==> src/rtl/mmio_port_pkg.sv <==
package mmio_port_pkg;
  typedef enum logic [2:0] {
    OFF_DIN  = 3'd0,
    OFF_DOUT = 3'd1,
    OFF_DIR  = 3'd2,
    OFF_DRV  = 3'd3,
    OFF_CTRL = 3'd4,
    OFF_OE   = 3'd5
  } reg_off_e;

  typedef enum logic [1:0] {
    SRC_MCELL = 2'd0,
    SRC_ADDR  = 2'd1,
    SRC_IN0   = 2'd2,
    SRC_IN1   = 2'd3
  } pin_src_e;
endpackage

==> src/rtl/mmio_port_sync.sv <==
module mmio_port_sync #(
  parameter int W = 8
) (
  input  logic         clk_i,
  input  logic         rst_ni,
  input  logic [W-1:0] d_i,
  output logic [W-1:0] q_o
);
  logic [W-1:0] meta_q;

  always_ff @(posedge clk_i or negedge rst_ni) begin
    if (!rst_ni) begin
      meta_q <= '0;
      q_o    <= '0;
    end else begin
      meta_q <= d_i;
      q_o    <= meta_q;
    end
  end
endmodule

==> src/rtl/mmio_port_regs.sv <==
module mmio_port_regs
  import mmio_port_pkg::*;
#(
  parameter int W  = 8,
  parameter int AW = 3
) (
  input  logic          clk_i,
  input  logic          rst_ni,
  input  logic [AW-1:0] addr_i,
  input  logic [W-1:0]  wdata_i,
  input  logic          we_i,
  input  logic          re_i,
  input  logic [W-1:0]  din_i,
  input  logic [W-1:0]  oe_i,
  output logic [W-1:0]  dout_q,
  output logic [W-1:0]  dir_q,
  output logic [W-1:0]  drive_q,
  output logic [W-1:0]  ctrl_q,
  output logic [W-1:0]  rdata_o
);
  logic [W-1:0] rd_mux;

  always_ff @(posedge clk_i or negedge rst_ni) begin
    if (!rst_ni) begin
      dout_q  <= '0;
      dir_q   <= '0;
      drive_q <= '0;
      ctrl_q  <= '0;
    end else if (we_i) begin
      case (addr_i)
        OFF_DOUT: dout_q  <= wdata_i;
        OFF_DIR:  dir_q   <= wdata_i;
        OFF_DRV:  drive_q <= wdata_i;
        OFF_CTRL: ctrl_q  <= wdata_i;
        default: ;  // data in, output enable: read-only
      endcase
    end
  end

  always_comb begin
    case (addr_i)
      OFF_DIN:  rd_mux = din_i;
      OFF_DOUT: rd_mux = dout_q;
      OFF_DIR:  rd_mux = dir_q;
      OFF_DRV:  rd_mux = drive_q;
      OFF_CTRL: rd_mux = ctrl_q;
      OFF_OE:   rd_mux = oe_i;
      default:  rd_mux = '0;
    endcase
  end

  always_ff @(posedge clk_i or negedge rst_ni) begin
    if (!rst_ni)   rdata_o <= '0;
    else if (re_i) rdata_o <= rd_mux;
  end
endmodule

==> src/rtl/mmio_port_pin.sv <==
module mmio_port_pin
  import mmio_port_pkg::*;
#(
  parameter bit OD_CAP = 1'b0
) (
  input  logic       ctrl_i,
  input  logic [1:0] src_i,
  input  logic       drv_i,
  input  logic       dout_i,
  input  logic       dir_i,
  input  logic       mc_i,
  input  logic       pt_i,
  input  logic       ad_i,
  output logic       out_o,
  output logic       oe_o
);
  logic dat, en_raw, od_en;

  always_comb begin
    if (ctrl_i) begin
      dat    = dout_i;
      en_raw = dir_i;
    end else begin
      case (pin_src_e'(src_i))
        SRC_MCELL: begin dat = mc_i; en_raw = pt_i; end
        SRC_ADDR:  begin dat = ad_i; en_raw = 1'b1; end
        default:   begin dat = 1'b0; en_raw = 1'b0; end
      endcase
    end
  end

  // Open drain: only a low is ever driven; a high releases the pin
  assign od_en = OD_CAP && drv_i;
  assign out_o = od_en ? 1'b0 : dat;
  assign oe_o  = od_en ? (en_raw & ~dat) : en_raw;
endmodule

==> src/rtl/mmio_port.sv <==
module mmio_port
  import mmio_port_pkg::*;
#(
  parameter int W  = 8,
  parameter int AW = 3
) (
  input  logic            clk_i,
  input  logic            rst_ni,
  input  logic [AW-1:0]   reg_addr_i,
  input  logic [W-1:0]    reg_wdata_i,
  input  logic            reg_we_i,
  input  logic            reg_re_i,
  output logic [W-1:0]    reg_rdata_o,
  input  logic [2*W-1:0]  src_cfg_i,
  input  logic [W-1:0]    mc_out_i,
  input  logic [W-1:0]    pt_oe_i,
  input  logic [W-1:0]    addr_bit_i,
  input  logic [W-1:0]    pin_in_i,
  output logic [W-1:0]    pin_out_o,
  output logic [W-1:0]    pin_oe_o,
  output logic [W/2-1:0]  fast_slew_o,
  output logic [W-1:0]    fab_in_o
);
  localparam int LOW = W / 2;

  logic [W-1:0] dout_q, dir_q, drive_q, ctrl_q, din_sync;

  mmio_port_sync #(.W(W)) u_sync (
    .clk_i (clk_i),
    .rst_ni(rst_ni),
    .d_i   (pin_in_i),
    .q_o   (din_sync)
  );

  mmio_port_regs #(.W(W), .AW(AW)) u_regs (
    .clk_i  (clk_i),
    .rst_ni (rst_ni),
    .addr_i (reg_addr_i),
    .wdata_i(reg_wdata_i),
    .we_i   (reg_we_i),
    .re_i   (reg_re_i),
    .din_i  (din_sync),
    .oe_i   (pin_oe_o),
    .dout_q (dout_q),
    .dir_q  (dir_q),
    .drive_q(drive_q),
    .ctrl_q (ctrl_q),
    .rdata_o(reg_rdata_o)
  );

  for (genvar i = 0; i < W; i++) begin : g_pin
    mmio_port_pin #(.OD_CAP(i >= LOW)) u_pin (
      .ctrl_i(ctrl_q[i]),
      .src_i (src_cfg_i[2*i +: 2]),
      .drv_i (drive_q[i]),
      .dout_i(dout_q[i]),
      .dir_i (dir_q[i]),
      .mc_i  (mc_out_i[i]),
      .pt_i  (pt_oe_i[i]),
      .ad_i  (addr_bit_i[i]),
      .out_o (pin_out_o[i]),
      .oe_o  (pin_oe_o[i])
    );
  end

  assign fast_slew_o = drive_q[LOW-1:0];
  assign fab_in_o    = pin_in_i;
endmodule

==> config.mk <==
export PLATFORM = sky130hd
export DESIGN_NAME = mmio_port
export DESIGN_NICKNAME = d
export VERILOG_FILES = /design/src/rtl/mmio_port_pkg.sv /design/src/rtl/mmio_port_sync.sv /design/src/rtl/mmio_port_regs.sv /design/src/rtl/mmio_port_pin.sv /design/src/rtl/mmio_port.sv
export SDC_FILE = /design/constraint.sdc
export NUM_CORES = 1
export LEC_CHECK = 0
export ABC_AREA = 1
export BUFFER_PORTS_ARGS = -buffer_cell sky130_fd_sc_hd__buf_2
export CORE_MARGIN = 2
export CORE_UTILIZATION = 38
export CTS_CLUSTER_DIAMETER = 150
export DETAILED_ROUTE_END_ITERATION = 16
export GPL_TIMING_DRIVEN = 0
export PLACE_DENSITY = 0.7
export SYNTH_ARGS = -nofsm -noshare
export SYNTH_HDL_FRONTEND = slang
export SYNTH_SLANG_ARGS = --single-unit
==> constraint.sdc <==
create_clock -name clk_i -period 2.3 [get_ports clk_i]
set_input_delay 0.575 -clock clk_i [delete_from_list [all_inputs] [get_ports clk_i]]
set_output_delay 0.575 -clock clk_i [all_outputs]
set_load 0.02 [all_outputs]
After elaboration in Yosys (flattened, before gate mapping):

Cells that the tools add are included.

* reductions and logical operators: 13
* muxes and demuxes: 41
* bitwise gates (word level): 8
* eq/ne operators: 13

Operator list (count)
* $pmux W8 S6: 1
* $pmux W1 S2: 16
* $mux W1: 24
* $eq A2 B1 Y1 const B: 8
* $logic_not A2 Y1: 8
* $reduce_and A2 Y1: 4
* $eq A3 B2 Y1 const B: 2
* $eq A3 B3 Y1 const B: 2
* $and A1 B1 Y1: 4
* $not A1 Y1: 4
* $eq A3 B1 Y1 const B: 1
* $logic_not A3 Y1: 1

* bits of input ports: 63
* output and inout bits: 36
* word-level logic and storage cells: 82
* register bits: 56

Depth between registers and ports, before layout:

* word-level depth: 7
* depth in mapped cells: 10
* depth with buffers taken out: 9

Modules after synthesis:

Synthesis repeated with hierarchy kept, for this count alone.

* cell total of the unflattened synthesis: 384
* area, all modules: 3099.2 sq um

By module, submodules not included
* mmio_port_regs: seq. area each 1001.0 sq um, cells an instance 256, area an instance 2188.3 sq um, instances 1
* mmio_port_sync: seq. area each 400.4 sq um, cells an instance 16, area an instance 400.4 sq um, instances 1
* mmio_port_pin (g_pin[4].u_pin ...): seq. area each 0.0 sq um, cells an instance 14, area an instance 62.6 sq um, instances 4
* mmio_port_pin (g_pin[0].u_pin ...): seq. area each 0.0 sq um, cells an instance 12, area an instance 50.0 sq um, instances 4
* mmio_port: seq. area each 0.0 sq um, cells an instance 8, area an instance 60.1 sq um, instances 1

Least setup slack after synthesis:

OpenSTA, ideal clock, no wires.

* kind: input port to output port
* start: input port src_cfg_i[9]
* end: output port pin_oe_o[4]
* stages: 5
* slack: 0.578 ns
* arrival: 1.147 ns
* buffers on the path: 1
* required time: 1.725 ns
* path through: nor2_1 > o21ai_0 > nand2_1 > a21boi_0 > buf_4

* longest elaborated chain between the ends: 6
* elaborated cells on any way between the ends: 9
* those cells by class: eq/ne: 1; mux: 5; bitwise: 2; reduce/logical: 1

Ends and longest elaborated chain
* start, declared: line mmio_port.sv:14 `input logic [2*W-1:0] src_cfg_i,`
* $eq A2 B1 Y1 / $logic_not A2 Y1 (equally long branches): line mmio_port_pin.sv:24 `case (pin_src_e'(src_i))`
* $pmux W1 S2: line mmio_port_pin.sv:24
* $mux W1: line mmio_port_pin.sv:20 `if (ctrl_i) begin`
* $not A1 Y1: line mmio_port_pin.sv:35 `assign oe_o = od_en ? (en_raw & ~dat) : en_raw;`
* $and A1 B1 Y1: line mmio_port_pin.sv:35
* $mux W1 *: line mmio_port_pin.sv:35
* end, declared: line mmio_port.sv:20 `output logic [W-1:0] pin_oe_o,`

Every way passes the cells marked *; elsewhere a longest branch is shown, timed or not.

Worst setup path in the final report:

* start: register u_regs.ctrl_q[4]
* end: output port pin_oe_o[4]

* longest elaborated chain between the ends: 4
* elaborated cells on any way between the ends: 5
* those cells by class: mux: 3; bitwise: 2

Ends and longest elaborated chain
* start, declared: line mmio_port_regs.sv:18 `output logic [W-1:0] ctrl_q,`
* start signal, assigned: line mmio_port_regs.sv:34 `OFF_CTRL: ctrl_q <= wdata_i;`
* $mux W1: line mmio_port_pin.sv:20
* $not A1 Y1: line mmio_port_pin.sv:35
* $and A1 B1 Y1: line mmio_port_pin.sv:35
* $mux W1 *: line mmio_port_pin.sv:35

Marks and branches as above.

==> key figures <==
Timing
  – Worst slew margin: 50.4%
  – Setup TNS: 0 ns
  – Least-Margin Pin Slew: 0.740 ns
  – Achievable Freq: 0.469 GHz
  – Period utilisation layout: 92.6%
  – Max-slew violations: 0
  – Min cycle time layout: 2.13 ns
  – Final worst setup slack: 0.170 ns
  – Setup violations, final: 0
  – RSZ-0062 raised after global routing: false
  – Max Clock Skew: 0.00711 ns
  – Fin. Hold Viols: 0

Power and ir drop
  – Sw Pwr: 0.866 mW
  – Cell Pwr Density: 707 nW/um^2
  – Internal power: 1.77 mW
  – Comb pwr share: 27.8%
  – Leak: 2.07 nW
  – Switching Fraction: 32.9%
  – VDD IR max: 0.000394 V
  – Sequential share of power: 47.6%
  – Clock share of power: 24.6%

Routing
  – Wire per inst: 12.5 microns
  – DRC Markers: 0
  – WL final: 7.36 mm
  – Antenna Violating Nets Remaining: 0
  – Initial DRC count: 243
  – Vias per std cell: 4.71
  – DRT Pass-1 Iters: 4
  – Vias: 2,781

Cells and area
  – Most common library cell in the layout ignoring fill and taps: nand2_1
  – N_diodes: 0
  – Area growth syn-to-layout: 24.6%
  – Layout cells sized above 1: 31.9%
  – Fin area: 3730 sq um
  – Most frequent cells in the layout: nand2_1, buf_2, dfrtp_1
  – Final net count: 551

Clocking
  – CTS Sinks: 56
  – # H-tree levels: 2
  – Hold_buf cts: 0
  – Total CTS buffers: 5
  – Worst skew pair latency: 0.32 ns
  – Clk pin slew, worst setup/hold paths: 0.10 ns
  – Clock root cell: clkbuf_8
  – Max Buffers Root-to-Sink: 2
  – CTS tree: built
  – Post-CTS Setup Inserts: 0

Run status
  – Outcome: completed

Setup path
  – Arrival time worst endpoint: 1.55 ns
  – Critical Path Fanout Max: 5
  – Critical Path Source Type: register
  – Crit path required time: 1.73 ns
  – Max stage delay on crit path: 0.45 ns
  – WP buf/inv: 2
  – Setup CP Type: reg -> out
  – Worst-path cell with the longest stage delay: dfrtp_2
  – R2r setup slk: 1.14 ns
  – Critical path cell sequence: nor2_1 > o21ai_0 > nand2_1 > a21boi_0 > buf_4 > buf_2
  – Family with the most delay on the worst path: flip-flops
  – Critical Path Sink Type: primary output

Floorplan
  – Core footprint: 7690 sq um
  – Die Span Y: 92.7 microns
  – Starting Density: 38.9%
  – Die width: 92.7 microns
  – Die area: 8600 sq um
  – # rows: 32
  – I/O Pins: 99

Global routing
  – Grt total ovfl: 0
  – Vias in the first global route: 2,604
  – Largest net degree at the start of global routing: 57
  – Antenna violations before repair: 0
  – First-pass GRT wire length: 11.9 mm
  – Global-route total usage across every layer: 17.7%

Place
  – DP HPWL: 5.42 mm
  – Place WS: 0.266 ns
  – Port Buffers: 95
  – Placed inst area: 3590 sq um
  – Final Wtd Congestion: 0.858

Min path
  – Hold Path Class: in -> async

Flow run
  – Max cap viols: 0

Synth
  – Synthesized instance count: 385
  – Synth warn: 0
  – Synth cell types: 23
  – Post-Syn Area: 2990 sq um
  – Seq/Total Area, Yosys: 46.9%
  – Post-synth net total: 448
  – Yosys reg bits: 56
  – Synth Area per Inst: 7.77 sq um
[worst reg2reg max path, cell delays in order, from the launching register on]
cell     delay, ns
dfrtp_1       0.44
nor2_1        0.12
o21ai_0       0.10
nand2_1       0.11
nand2_1       0.06
nand3_1       0.15
nand2_1       0.06
nand2_1       0.06
[cell usage after synthesis]
library cell | n | area, sq um
nand2_1 | 135 | 507
dfrtp_1 | 56 | 1400
o21ai_0 | 39 | 195
nand3_1 | 35 | 175
inv_1 | 32 | 120
buf_4 | 30 | 225
nor2_1 | 23 | 86.3
o21ai_2 | 8 | 70.1
a21boi_0 | 4 | 30.0
a21oi_1 | 4 | 20.0
buf_2 | 2 | 10.0
buf_6 | 2 | 22.5
clkbuf_1 | 2 | 7.51
nor2_4 | 2 | 22.5
nor3_4 | 2 | 32.5
o21ai_1 | 2 | 10.0
and3_1 | 1 | 6.26
inv_2 | 1 | 3.75
inv_6 | 1 | 8.76
nand2_4 | 1 | 11.3
nand3_2 | 1 | 10.0
nor3_1 | 1 | 5.00
nor3_2 | 1 | 10.0
[timing repair]
item / 4_1_cts / 5_1_grt
resized for setup: 0 / 1
endpoints found under the hold margin: 0 / 0
endpoints found under the setup margin: 0 / 1
[cell type report]
class	count	area, sq um
Tap cell	102	128
Fill cell	784	3960
Clock inverter	3	42.5
Sequential cell	56	1400
Timing Repair Buffer	96	495
Multi-Input combinational cell	259	1190
Clock buffer	5	68.8
Buffer	36	265
Inverter	34	133
[logic make-up after synthesis]
family | count (synthesis) | synth area share (%)
and+or+nand+nor | 202 | 29.0
DFF | 56 | 46.9
AOI/OAI and AO/OA | 57 | 10.9
buffers and inverters | 70 | 13.3
[worst paths after layout]
check                                                  start                             to  depth (start not counted)
worst max-delay path            u_regs.ctrl_q[4]$_DFFE_PN0P_                    pin_oe_o[4]                          6
worst min-delay path                                  rst_ni     u_sync.meta_q[2]$_DFF_PN0_                          1
worst max register to register  u_regs.ctrl_q[0]$_DFFE_PN0P_  u_regs.rdata_o[0]$_DFFE_PN0P_                          7
worst min register to register    u_sync.meta_q[7]$_DFF_PN0_        u_sync.q_o[7]$_DFF_PN0_                          0
max in group asynchronous                             rst_ni   u_regs.ctrl_q[4]$_DFFE_PN0P_                          2
min in group clk_i                u_sync.meta_q[7]$_DFF_PN0_        u_sync.q_o[7]$_DFF_PN0_                          0
[flip-flops by register name, indices dropped and copies added, names as in the netlist]
name and cells:
u_regs.dout_q 8, u_regs.drive_q 8, u_regs.rdata_o 8, u_sync.meta_q 8, u_regs.ctrl_q 8, u_regs.dir_q 8
u_sync.q_o 8
[per-stage QoR]
step                hold WS, ns  instances  power [mW]  utilization (%)
floorplan                 0.279        385        1.74                -
global placement          0.333        582        1.98             46.7
detailed placement        0.335        582        2.00             46.7
CTS                       0.357        590        2.63             48.2
global route              0.329        591        2.78             48.5
finish                    0.277        591        2.63             48.5
[metal layers]
layer  part of all wire (%)  global-route usage [%]
met5                      0                       0
met4                   0.86                    5.39
met3                    8.2                    3.82
met2                     47                    29.2
met1                     44                    23.5
[power groups by stage]
stage / sequential, mW / combinational, mW / clock [mW]
5_1_grt: 1.27 / 0.818 / 0.690
4_1_cts: 1.25 / 0.734 / 0.651
3_5_place_dp: 1.27 / 0.732 / 0
6_report: 1.25 / 0.732 / 0.648
3_3_place_gp: 1.27 / 0.712 / 0
2_1_floorplan: 1.26 / 0.479 / 0
Note: power is estimated with default switching activity, not from simulation.
